## config.mk

```make
export PLATFORM = sky130hd
export DESIGN_NAME = irq_vector_ctrl
export DESIGN_NICKNAME = d
export VERILOG_FILES = /design/src/rtl/irqv_pkg.sv /design/src/rtl/irqv_edge_cap.sv /design/src/rtl/irqv_pick.sv /design/src/rtl/irq_vector_ctrl.sv
export SDC_FILE = /design/constraint.sdc
export NUM_CORES = 1
export LEC_CHECK = 0
export BUFFER_PORTS_ARGS = -buffer_cell sky130_fd_sc_hd__buf_2
export CAP_MARGIN = 20
export CORE_ASPECT_RATIO = 1.4
export CORE_MARGIN = 2
export CORE_UTILIZATION = 39
export CTS_BUF_LIST = sky130_fd_sc_hd__clkbuf_2 sky130_fd_sc_hd__clkbuf_4 sky130_fd_sc_hd__clkbuf_8
export CTS_CLUSTER_SIZE = 14
export DETAILED_ROUTE_END_ITERATION = 7
export PLACE_DENSITY = 0.75
export SYNTH_ARGS = -nofsm -noshare
export SYNTH_HDL_FRONTEND = slang
export SYNTH_HIERARCHICAL = 1
export SYNTH_SLANG_ARGS = --single-unit
```

## constraint.sdc

```tcl
create_clock -name clk -period 2.12 [get_ports clk]
set_input_delay 0.212 -clock clk [delete_from_list [all_inputs] [get_ports clk]]
set_output_delay 0.212 -clock clk [all_outputs]
set_load 0.01 [all_outputs]
```

## src/rtl/irqv_pkg.sv

```systemverilog
package irqv_pkg;

    // restart numbers of the fixed hardware sources (vector = num*stride + stride/2)
    localparam int unsigned IRQV_CRIT_NUM = 4;
    localparam int unsigned IRQV_E2_NUM   = 7;
    localparam int unsigned IRQV_L1_NUM   = 6;
    localparam int unsigned IRQV_L0_NUM   = 5;

    // grant positions, index 0 is highest priority
    localparam int unsigned G_SW   = 0;
    localparam int unsigned G_CRIT = 1;
    localparam int unsigned G_E2   = 2;
    localparam int unsigned G_L1   = 3;
    localparam int unsigned G_L0   = 4;
    localparam int unsigned G_EXT  = 5;
    localparam int unsigned IRQV_NSRC = 6;

    // set-mask operand fields
    localparam int unsigned MB_GATE = 3;
    localparam int unsigned MB_CLR  = 4;
    localparam int unsigned MB_W    = MB_CLR + 1;

    typedef struct packed {
        logic       ie;
        logic       skip;
        logic [2:0] mask;
        logic       take;
        logic       ack;
    } irqv_st_t;

    localparam irqv_st_t IRQV_ST_RST = '{ie: 1'b0, skip: 1'b0, mask: 3'b111,
                                         take: 1'b0, ack: 1'b0};

endpackage

```

## src/rtl/irqv_edge_cap.sv

```systemverilog
module irqv_edge_cap (
    input  logic clk,
    input  logic rst_n,
    input  logic req,
    input  logic clr,
    output logic pend
);
    logic prev_d, prev_q;
    logic pend_d, pend_q;

    always_comb begin
        prev_d = req;
        // a fresh edge wins over a clear in the same cycle
        pend_d = (req & ~prev_q) | (pend_q & ~clr);
    end

    always_ff @(posedge clk) begin
        if (!rst_n) begin
            prev_q <= 1'b0;
            pend_q <= 1'b0;
        end else begin
            prev_q <= prev_d;
            pend_q <= pend_d;
        end
    end

    assign pend = pend_q;
endmodule

```

## src/rtl/irqv_pick.sv

```systemverilog
module irqv_pick #(
    parameter int unsigned N = 6
) (
    input  logic [N-1:0] req,
    output logic [N-1:0] gnt
);
    assign gnt[0] = req[0];
    for (genvar i = 1; i < N; i++) begin : g_chain
        assign gnt[i] = req[i] & ~(|req[i-1:0]);
    end
endmodule

```

## src/rtl/irq_vector_ctrl.sv

```systemverilog
module irq_vector_ctrl
    import irqv_pkg::*;
#(
    parameter int unsigned VEC_W      = 16,
    parameter int unsigned VEC_STRIDE = 8,
    parameter int unsigned SW_W       = 3
) (
    input  logic             clk,
    input  logic             rst_n,
    input  logic             crit_req,
    input  logic [2:0]       hv_req,
    input  logic             ext_req,
    input  logic [VEC_W-1:0] ext_addr,
    input  logic             sw_req,
    input  logic [SW_W-1:0]  sw_num,
    input  logic             boundary,
    input  logic             en_cmd,
    input  logic             dis_cmd,
    input  logic             mask_wr,
    input  logic [MB_W-1:0]  mask_data,
    output logic             take,
    output logic [VEC_W-1:0] vec_addr,
    output logic             ext_ack
);
    localparam int unsigned HALF = VEC_STRIDE / 2;
    localparam logic [VEC_W-1:0] V_CRIT = VEC_W'(IRQV_CRIT_NUM * VEC_STRIDE + HALF);
    localparam logic [VEC_W-1:0] V_E2   = VEC_W'(IRQV_E2_NUM   * VEC_STRIDE + HALF);
    localparam logic [VEC_W-1:0] V_L1   = VEC_W'(IRQV_L1_NUM   * VEC_STRIDE + HALF);
    localparam logic [VEC_W-1:0] V_L0   = VEC_W'(IRQV_L0_NUM   * VEC_STRIDE + HALF);

    irqv_st_t             st_d, st_q;
    logic [VEC_W-1:0]     vec_d, vec_q;
    logic [IRQV_NSRC-1:0] req_v, gnt_v;
    logic                 e2_pend, e2_clr, ie_ok, hw_acc;

    irqv_edge_cap u_e2 (
        .clk  (clk),
        .rst_n(rst_n),
        .req  (hv_req[2]),
        .clr  (e2_clr),
        .pend (e2_pend)
    );

    irqv_pick #(.N(IRQV_NSRC)) u_pick (
        .req(req_v),
        .gnt(gnt_v)
    );

    always_comb begin
        // maskable sources need the flag and no pending block this cycle
        ie_ok = st_q.ie & ~en_cmd & ~dis_cmd & ~st_q.skip;

        req_v         = '0;
        req_v[G_SW]   = sw_req;
        req_v[G_CRIT] = boundary & crit_req;
        req_v[G_E2]   = boundary & ie_ok & e2_pend   & ~st_q.mask[2];
        req_v[G_L1]   = boundary & ie_ok & hv_req[1] & ~st_q.mask[1];
        req_v[G_L0]   = boundary & ie_ok & hv_req[0] & ~st_q.mask[0];
        req_v[G_EXT]  = boundary & ie_ok & ext_req;

        hw_acc = |gnt_v[IRQV_NSRC-1:1];
        e2_clr = gnt_v[G_E2] | (mask_wr & mask_data[MB_CLR]);

        st_d      = st_q;
        st_d.take = |gnt_v;
        st_d.ack  = gnt_v[G_EXT];

        if (gnt_v[G_SW])        vec_d = VEC_W'(sw_num) * VEC_W'(VEC_STRIDE);
        else if (gnt_v[G_CRIT]) vec_d = V_CRIT;
        else if (gnt_v[G_E2])   vec_d = V_E2;
        else if (gnt_v[G_L1])   vec_d = V_L1;
        else if (gnt_v[G_L0])   vec_d = V_L0;
        else if (gnt_v[G_EXT])  vec_d = ext_addr;
        else                    vec_d = '0;

        // flag: disable or acceptance clear, enable sets
        if (dis_cmd || hw_acc) st_d.ie = 1'b0;
        else if (en_cmd)       st_d.ie = 1'b1;

        // skip marks the boundary that ends the enabling instruction
        if (dis_cmd)       st_d.skip = 1'b0;
        else if (en_cmd)   st_d.skip = ~boundary;
        else if (boundary) st_d.skip = 1'b0;

        if (mask_wr && mask_data[MB_GATE]) st_d.mask = mask_data[2:0];
    end

    always_ff @(posedge clk) begin
        if (!rst_n) begin
            st_q  <= IRQV_ST_RST;
            vec_q <= '0;
        end else begin
            st_q  <= st_d;
            vec_q <= vec_d;
        end
    end

    assign take     = st_q.take;
    assign ext_ack  = st_q.ack;
    assign vec_addr = vec_q;
endmodule

```

Yosys cells after proc, flatten, opt, wreduce, memory -nomap -nowiden
Index checks and enable logic that the tools add are counted.

operators by class
  mux-type cells = 8
  bitwise operators = 38
  reductions and logical operators = 13

operator list
  kind                 count
  $mux W6              6
  $and A1 B1 Y1        20
  $not A1 Y1           16
  $reduce_or A5 Y1     2
  $reduce_or A2 Y1     4
  $reduce_or A7 Y1     1
  $reduce_or A6 Y1     1
  $reduce_or A4 Y1     1
  $reduce_or A3 Y1     1
  $mux W1              2
  $or A1 B1 Y1         2
  $reduce_bool A2 Y1   1
  $logic_and A1 B1 Y1  1
  $logic_or A1 B1 Y1   1

word-level totals
  register bits after elaboration = 25
  bits of input ports = 36
  output and inout bits = 18
  word-level logic and storage cells = 69

Depth between registers and ports, before layout
Gate-level depths: netlist of the first run.

  depth after elaboration = 16
  mapped depth = 9
  mapped depth without buffers = 8

Cells and area by module
The synthesis of the first run kept the hierarchy.

by module, submodules not included
  module           instances  cells each  area an instance (sq um)  sequential area each (sq um)
  irq_vector_ctrl  1          78          802.0                     460.4
  irqv_edge_cap    1          6           70.1                      40.0
  irqv_pick        1          7           57.6                      0.0

Worst setup path before layout of the first run
No wires, ideal clock.

  path kind = flip-flop to flip-flop
  start point = register st_q[5] in the netlist's numbering
  end point = register vec_q[0], in the netlist vec_addr[0]
  setup time = 0.059 ns
  arrival time = 2.060 ns
  setup slack = 0.001 ns
  stages on the path, launching flop included = 10
  period minus slack after synthesis = 2.119 ns
  cell sequence = dfxtp_1 -> nor2_1 -> nand4b_1 -> nor3b_1 -> nor4_2 -> and2_1 -> or4_4 -> nor3b_4 -> buf_6 -> and2_1

on the way
  elaborated cells on any way between the ends = 22
  those cells by class = 18 x bitwise; 4 x reduce/logical

RTL lines
  what                               line                   source
  from (decl)                        irq_vector_ctrl.sv:31  irqv_st_t st_d, st_q;
  from (signal assigned)             irq_vector_ctrl.sv:93  st_q <= st_d;
  $not A1 Y1                         irq_vector_ctrl.sv:51  ie_ok = st_q.ie & ~en_cmd & ~dis_cmd & ~st_q.skip;
  $and A1 B1 Y1                      irq_vector_ctrl.sv:51
  $and A1 B1 Y1 (3 in series)        irq_vector_ctrl.sv:56  req_v[G_E2] = boundary & ie_ok & e2_pend & ~st_q.mask[2];
  via req_v[2]                       irq_vector_ctrl.sv:33  logic [IRQV_NSRC-1:0] req_v, gnt_v;
  $reduce_or A4 Y1                   irqv_pick.sv:9         assign gnt[i] = req[i] & ~(|req[i-1:0]);
  $not A1 Y1                         irqv_pick.sv:9
  $and A1 B1 Y1                      irqv_pick.sv:9
  via gnt_v[4]                       irq_vector_ctrl.sv:33
  $reduce_or A7 Y1 (no source line)  -
  to (signal assigned)               irq_vector_ctrl.sv:94  vec_q <= vec_d;
  to (decl)                          irq_vector_ctrl.sv:32  logic [VEC_W-1:0] vec_d, vec_q;

The timed path passes the listed nets, and every way through them passes these cells.
A chain may end at the register's enable or synchronous reset.

Final worst setup path of the first run
Same ends and word-level chain as after synthesis.

==> results.cfg, run 1 <==
[clock_tree]
cts_made_buffers = 3
clkTransAtPathRegs_ns = 0.13
root_buffer = clkbuf_4
htreeDepth = 1
cts_num_sinks = 25
clockBufferDepth = 2
clk_latency_ns = 0.30
cts_tree = yes
postCtsHoldBufs = 0

[sta]
max_slew_margin_pct = 71.7
hold_violations = 0
worstMarginPinSlew_ns = 0.419
finalWorstSetupSlack_ns = -0.0466
finalCritPeriodShare_pct = 102
finClkSkew_ns = 0.0110
rsz0062_at_grt = yes
drv_slew = 0
setup_viol = 12
period_minus_slack_ns = 2.17
tns_ns = -0.397
fmax_ghz = 0.462

[routing]
drc = 0
vias = 862
routedWlPerCell_um = 10.7
dr.first_iter.drc_count = 17
ant_nets = 0
wl_mm = 1.85
vias_per_cell = 4.95
dr.pass1.iters = 4

[worst_hold_path]
min_from = boundary
hold_depth = 2
hold_path_end = st_q[5]
hold_class = in -> reg

[critical_path]
arrival_ns = 2.41
critPathKind = reg -> reg
ff2ff_setup_slack_ns = -0.05
r2r-end = vec_addr[0]
path_max_fanout = 12
cp-end-kind = flip-flop
crit_required_ns = 2.37
critPathLaunchType = flip-flop
r2r-start = st_q[5]
r2r_cells = 10
cp-startpoint = st_q[5]

[global_routing]
grt_pass1_wl_mm = 3.10
antenna_found_initial = 0
grt_util_all_layers_pct = 15.1
grt_max_degree = 14
grt.overflow.total = 0
first_global_vias = 830

[floorplanning]
start_util_pct = 41.7
design.portCount = 54
fp.dieW_um = 45.3
rows = 20
die_h_um = 61.8
die-area_um2 = 2800
coreArea_um2 = 2230

[run]
maxCapViolCount = 0

[synth]
ys_ff_latch = 25
netlist_area_um2 = 930
synthCells = 91
ys_seq_area_share_pct = 53.8
syn_avg_cell_area_um2 = 10.2
yosysTopAreaCell = dfxtp_1
yosys_warnings = 6
ys_types = 27
synth.top_cell.area_share_pct = 53.8
synth_area_leaders = dfxtp_1 (54%), and2_1 (11%), nor3b_1 (4.8%), nand3_1 (3.2%), a21oi_1 (2.2%)
synth_nets = 127

[cells_and_area]
fin_nets = 189
num_antenna_cells = 0
final_layout_size_suffix_gt1_share_pct = 48.0
finalNonFillerCells = 174
area_growth_pct = 40.5
fill_cells = 212

[run_status]
status = complete, but fails checks
violations = negative setup slack

[placement]
gp_congestion = 0.792
dp.cells = 168
dp_hpwl_mm = 1.53
io_buffers = 53

[pwr]
p_per_area_nw_per_um2 = 593
ir_worst_vdd_v = 0.000361
p_leak_nw = 0.652
[worst max-delay path by stage]
stage	end	slack, ns	depth (start not counted)
global placement	vec_addr[12]	-0.09	10
global route	vec_addr[0]	-0.17	10
finish	vec_addr[0]	-0.05	10
CTS	vec_addr[0]	-0.08	10
floorplan	vec_addr[0]	0.001	9
detailed placement	vec_addr[15]	-0.20	9
[timing repair]
| action | 4_1_cts | 5_1_grt |
|---|---|---|
| gates cloned | 0 | 0 |
| pin swaps | 4 | 1 |
| gates resized for setup | 4 | 2 |
| setup endpoints to repair | 16 | 17 |
| buffers inserted | 1 | 1 |
[cells by family (layout without fill, tap and decap cells)]
family | count (synthesis) | count (layout) | synth area share (%)
flip-flops | 25 | 25 | 53.8
AO/OA/AOI/OAI | 12 | 12 | 9.15
AND/OR/NAND/NOR | 49 | 49 | 33.8
buffers and inverters | 5 | 66 | 3.23
[power breakdown]
part	leakage (nW)	internal, mW	total (mW)	switching [mW]
registers	0.204	0.482	0.487	0.00473
clock network	0.0184	0.0861	0.209	0.123
logic	0.430	0.0438	0.0785	0.0347
[per-layer routing]
metal  vias up  track usage [%]  part of all wire, %
met2        40             29.4                   54
li1        433                -                    -
met3         2             3.76                  8.9
met1       387             14.0                   37
met4         0             7.56                 0.54
met5         -                0                    0
[metrics by stage]
| step | utilization, % | area (µm²) | setup WS [ns] | total power [mW] | hold slack, ns |
|---|---|---|---|---|---|
| 6_report | 58.7 | 1310 | -0.0466 | 0.774 | 0.0830 |
| 3_5_place_dp | 55.6 | 1240 | -0.198 | 0.574 | 0.416 |
| 4_1_cts | 58.0 | 1290 | -0.0829 | 0.787 | 0.0729 |
| 2_1_floorplan | - | 930 | 0.00118 | 0.530 | 0.291 |
| 5_1_grt | 58.7 | 1310 | -0.174 | 0.822 | 0.0550 |
| 3_3_place_gp | 55.6 | 1240 | -0.0864 | 0.572 | 0.406 |
[layout make-up]
cell class,count,area (µm²),share of cell area [%]
sequential,25,500,38.3
multi-input combinational,61,419,32.1
timing repair buffer,60,322,24.6
clock buffer,4,30.0,2.30
tap,22,27.5,2.11
inverter,2,7.51,0.575
[cell usage after synthesis, drive strengths merged]
cell / instances
nor3: 1
o31a: 1
nor2: 4
or4: 1
clkbuf: 1
nand2: 5
o21ai: 2
a21o: 1
nor2b: 1
nand4b: 1
buf: 2
inv: 2
a32o: 2
a21boi: 1
nand2b: 3
nor4b: 1
a21oi: 4
and3b: 1
dfxtp: 25
nand3: 6
nor3b: 7
o21bai: 1
nor4: 2
and2: 16
[flip-flops by register name, indices dropped and copies added, names as in the netlist]
register	count
ext_ack	1
st_q	5
take	1
u_e2/pend	1
u_e2/prev_q	1
vec_addr	16
[layout by cell type (no fill, tap or decap)]
cell	Yosys	final
buf_4	1	6
o31a_1	1	1
nor3b_1	6	4
nor2_2	0	1
nand2_1	5	5
clkbuf_4	0	4
a21o_1	1	1
nand3_1	6	6
and3b_2	0	1
buf_2	0	53
nand2b_1	3	3
o21bai_1	1	1
nor4_2	1	2
dfxtp_1	25	25
or4_4	1	1
nor4b_1	1	1
o21ai_0	2	2
and2_1	16	16
nor2b_1	1	1
a21oi_1	4	4
nor3b_4	1	1
buf_6	1	1
a32o_1	2	2
nor3b_2	0	2
nand4b_1	1	1
inv_1	2	2
nor3_1	1	1
nor2_1	4	3
a21boi_2	1	1
[critical path: stages, from the launching register on]
cell	delay [ns]
dfxtp_1	0.33
nor2_2	0.12
nand4b_1	0.20
nor3b_2	0.19
buf_4	0.14
nor4_2	0.04
and2_1	0.17
or4_4	0.44
nor3b_4	0.21
buf_6	0.15
and2_1	0.13
Power figures use the tool's default switching activity.
==> run 2, diff against run 1 <==
- PLACE_DENSITY: 0.75 -> 0.73
- RECOVER_POWER: default -> 50
- clock period: 2.12 -> 2 ns (I/O delays scaled with it)
==> run 2 against run 1 <==
Against the previous run: the run still ends with negative setup slack left; first-iteration DRC count down 35%; cell count up 2.9%; clock skew down 0.0021 ns; clock power up 4%; cell area up 4.5%; register-to-register slack worse by 0.13 ns; combinational power up 17%; count of clock-buffer cells in the layout down 1; utilization up 2.6 points; sequential power up 6.0%; critical path type unchanged; largest cell class unchanged.
==> results.cfg, run 2 (synthesized netlist as in run 1, its figures left out) <==
[critical_path]
arrival_ns = 2.43
cp-end-kind = flip-flop
critPathLaunchType = flip-flop
crit_buf_inv = 1
crit_required_ns = 2.25
crit_top_cell = and2_1
max_stage_delay_ns = 0.45
critPathKind = reg -> reg
critical_path.slowest_cell = or4_4
path_max_fanout = 12
cpLargestDelayFamily = simple AND/OR/NAND/NOR gates
crit_chain = nor2_1 -> nand4b_1 -> nor3b_2 -> nor4_2 -> and2_1 -> or4_4 -> nor3b_4 -> buf_6 -> and2_1

[placement]
dp_hpwl_mm = 1.64
dpl_cell_area_um2 = 1260
io_buffers = 53
gp_congestion = 0.839

[cells_and_area]
final_area_um2 = 1370
final_layout_size_suffix_gt1_share_pct = 46.5
final_common_cell = buf_2
final_cell_mix = buf_2 (45), dfxtp_1 (25), and2_1 (15)
fill_cells = 219
area_growth_pct = 46.8
num_antenna_cells = 0
largest_reg_flops = 16
fin_nets = 194

[floorplanning]
start_util_pct = 41.7
die-area_um2 = 2800
coreArea_um2 = 2230
design.portCount = 54
fp.dieW_um = 45.3
die_h_um = 61.8
rows = 20

[clock_tree]
cts_num_sinks = 25
clk_latency_ns = 0.31
cts_tree = yes
htreeDepth = 1
postCtsHoldBufs = 0
clockBufferDepth = 2
root_buffer = clkbuf_4
cts_made_buffers = 3
clkTransAtPathRegs_ns = 0.14

[sta]
hold_violations = 0
worstMarginPinSlew_ns = 0.503
tns_ns = -2.51
fmax_ghz = 0.459
max_slew_margin_pct = 66.4
rsz0062_at_grt = yes
setup_viol = 17
finalCritPeriodShare_pct = 109
finClkSkew_ns = 0.00892
finalWorstSetupSlack_ns = -0.179
drv_slew = 0
period_minus_slack_ns = 2.18

[routing]
wl_mm = 2.14
dr.first_iter.drc_count = 11
vias = 926
dr.pass1.iters = 4
vias_per_cell = 5.17
routedWlPerCell_um = 11.9
drc = 0
ant_nets = 0

[global_routing]
first_global_vias = 880
grt_util_all_layers_pct = 16.5
antenna_found_initial = 0
grt_max_degree = 16
grt.overflow.total = 0
grt_pass1_wl_mm = 3.44

[worst_hold_path]
hold_class = in -> reg

[run_status]
status = complete, but fails checks
violations = negative setup slack

[pwr]
p_per_area_nw_per_um2 = 605
power_mw = 0.826
ir_worst_vdd_v = 0.000401
p_leak_nw = 0.649

[run]
maxCapViolCount = 0
-- run 2: cell types whose count changed in the layout (fill, tap and decap cells not counted), sizes merged --
cell,previous run,this run
clkinvlp,0,1
buf,60,57
clkbuf,4,11
-- run 2: layout make-up --
cell class | count | area (µm²) | share of cell area, %
clock buffer | 3 | 22.5 | 1.65
clock inverter | 1 | 7.51 | 0.550
timing repair buffer | 65 | 357 | 26.1
multi-input combinational | 61 | 443 | 32.4
inverter | 2 | 7.51 | 0.550
sequential | 25 | 500 | 36.7
tap | 22 | 27.5 | 2.02
-- run 2: repair_timing --
item / CTS / global route
setup buffers: 5 / 1
endpoints found under the setup margin: 17 / 18
hold endpoints to repair: 0 / 0
pin swaps: 2 / 4
gates resized for setup: 8 / 2
-- run 2: final timing paths --
path / from / to / slack (ns) / depth (start not counted)
max: st_q[5] / vec_addr[8] / -0.18 / 9
min: boundary / st_q[5] / 0.06 / 2
max reg2reg: st_q[5] / vec_addr[8] / -0.18 / 9
min reg2reg: st_q[3] / st_q[3] / 0.49 / 2
-- run 2: per-layer routing --
metal	track usage, %	vias to the layer above	share of wire (%)
met1	15.9	422	36
met5	0	-	0
met2	32.9	49	53
li1	-	448	-
met4	4.62	0	1.3
met3	4.62	7	10
-- run 2: power breakdown --
group	leakage [nW]	total, mW	internal, mW	switching, mW
Sequential	0.204	0.516	0.511	0.00534
Combinational	0.431	0.0921	0.0503	0.0418
Clock	0.0139	0.217	0.0760	0.141
-- run 2: metrics by stage --
stage               hold slack (ns)  utilization (%)  worst slack (ns)  std cells
floorplan                     0.279                -           -0.0364         91
global placement              0.404             56.7           -0.0542        170
detailed placement            0.404             56.7            -0.180        170
CTS                          0.0543             61.4            -0.179        179
global route                 0.0403             61.3            -0.326        179
finish                       0.0641             61.3            -0.179        179
-- run 2: worst reg2reg max path: stages, from the launching register on --
cell and delay, ns:
dfxtp_1 0.33, nor2_1 0.13, nand4b_1 0.20, nor3b_2 0.31, nor4_2 0.09, and2_1 0.16, or4_4 0.45, nor3b_4 0.19
buf_6 0.15, and2_1 0.12
==> run 3, diff against run 2 <==
- BUFFER_PORTS_ARGS: -buffer_cell sky130_fd_sc_hd__buf_2 -> default
- CORE_ASPECT_RATIO: 1.4 -> default
- CORE_UTILIZATION: 39 -> 63
- DONT_BUFFER_PORTS: default -> 1
- PLACE_DENSITY: 0.73 -> 0.79
- REMOVE_ABC_BUFFERS: default -> 1
==> run 3 against run 2 <==
Against the previous run: the run still ends with negative setup slack left; die area is 36% lower; combinational power fell by 26%; cell count fell by 26%; routed wire length rose by 19%; register-to-register slack worse by 0.08 ns; largest cell class unchanged; flip-flop and latch count stayed put; clock power increased by 9.2%; worst setup slack got worse by 0.076 ns; first-iteration DRC count grew 130%; utilization grew 32 points.
==> results.cfg, run 3 (synthesized netlist as in run 1, its figures left out) <==
[clock_tree]
htreeDepth = 1
cts_made_buffers = 3
clk_latency_ns = 0.33
cts_num_sinks = 25
clockBufferDepth = 2
clkTransAtPathRegs_ns = 0.15
root_buffer = clkbuf_4
cts_tree = yes

[critical_path]
critPathKind = reg -> reg
max_stage_delay_ns = 0.43
critical_path.slowest_cell = or4_4
path_max_fanout = 6
arrival_ns = 2.54
crit_chain = nor2_4 -> nand4b_1 -> buf_4 -> nor3b_4 -> nor4_2 -> and2_4 -> or4_4 -> nor3b_4 -> buf_4 -> and2_1
cp-end-kind = flip-flop
crit_required_ns = 2.29
critPathLaunchType = flip-flop

[placement]
gp_congestion = 0.753
io_buffers = 0
pre_cts_ws_ns = -0.384
dp_hpwl_mm = 1.34

[routing]
dr.first_iter.drc_count = 25
vias_per_cell = 6.20
wl_mm = 2.54
drc = 0
ant_nets = 0
dr.pass1.iters = 4
vias = 819
routedWlPerCell_um = 19.3

[sta]
finClkSkew_ns = 0.00907
hold_violations = 0
worstMarginPinSlew_ns = 0.435
max_slew_margin_pct = 70.6
period_minus_slack_ns = 2.26
drv_slew = 0
finalCritPeriodShare_pct = 113
fmax_ghz = 0.443
rsz0062_at_grt = yes
finalWorstSetupSlack_ns = -0.255
holdWs_ns = 0.00317
setup_viol = 17

[global_routing]
first_global_vias = 824
grt_max_degree = 16
grt.overflow.total = 0
grt_pass1_wl_mm = 3.50
grt_util_all_layers_pct = 26.5
antenna_found_initial = 0

[run_status]
violations = negative setup slack
status = complete, but fails checks

[cells_and_area]
num_antenna_cells = 0
final_common_cell = dfxtp_1
largest_reg_flops = 16
final_layout_size_suffix_gt1_share_pct = 24.8
fin_nets = 154
area_growth_pct = 33.4
utilization_pct = 93.0
final_cell_mix = dfxtp_1 (24), dlygate4sd3_1 (16), and2_1 (13)
fill_cells = 45

[floorplanning]
start_util_pct = 69.7
rows = 13
coreArea_um2 = 1330
fp.dieW_um = 42.4
design.portCount = 54
die-area_um2 = 1800
die_h_um = 42.4

[run]
maxCapViolCount = 0

[pwr]
ir_worst_vdd_v = 0.000521
p_leak_nw = 0.503
power_mw = 0.826
p_per_area_nw_per_um2 = 666

[worst_hold_path]
hold_class = in -> reg
run 3: final timing paths:
check	depth (start not counted)	slack, ns	to	from
max	10	-0.26	vec_addr[10]	st_q[5]
min	2	0.003	vec_addr[5]	rst_n
max reg2reg	10	-0.26	vec_addr[10]	st_q[5]
min reg2reg	2	0.50	st_q[2]	st_q[2]
run 3: worst max-delay path: cells and delay by family, from the launching register on:
family / cells / cell delay, ns
DFF: 1 / 0.35
and+or+nand+nor: 8 / 1.49
buffers and inverters: 2 / 0.38
run 3: per-stage QoR:
step	instance area, µm²	std cells	setup TNS (ns)
global placement	956	107	-3.06
global route	1240	132	-4.61
finish	1240	132	-3.51
floorplan	907	88	-1.38
detailed placement	956	107	-5.40
CTS	1170	128	-2.84
run 3: final cells by class:
cell class	count	area [µm²]	share of cell area [%]
sequential	25	502	40.5
multi-input combinational	61	450	36.3
timing repair buffer	25	231	18.7
clock buffer	3	22.5	1.82
tap	15	18.8	1.51
clock inverter	1	7.51	0.605
inverter	2	7.51	0.605
run 3: where the power goes:
part / total [mW] / switching, mW / internal, mW
clock network: 0.237 / 0.161 / 0.0766
logic: 0.0678 / 0.0249 / 0.0429
registers: 0.521 / 0.00980 / 0.511
total: 0.826 / 0.195 / 0.631
run 3: repair_timing:
item / CTS / global route
cloned: 0 / 1
pin swaps: 3 / 8
setup buffers: 1 / 3
hold endpoints to repair: 19 / 0
endpoints found under the setup margin: 17 / 19
resized for setup: 5 / 11
hold buffers: 16 / 0
run 3: routing by layer:
layer  up-vias  track usage, %  wire length, µm
li1        364               -                -
met3        14            7.33              207
met1       379            24.7              878
met5         -               0                0
met4         0            19.4              125
met2        62            48.3             1330
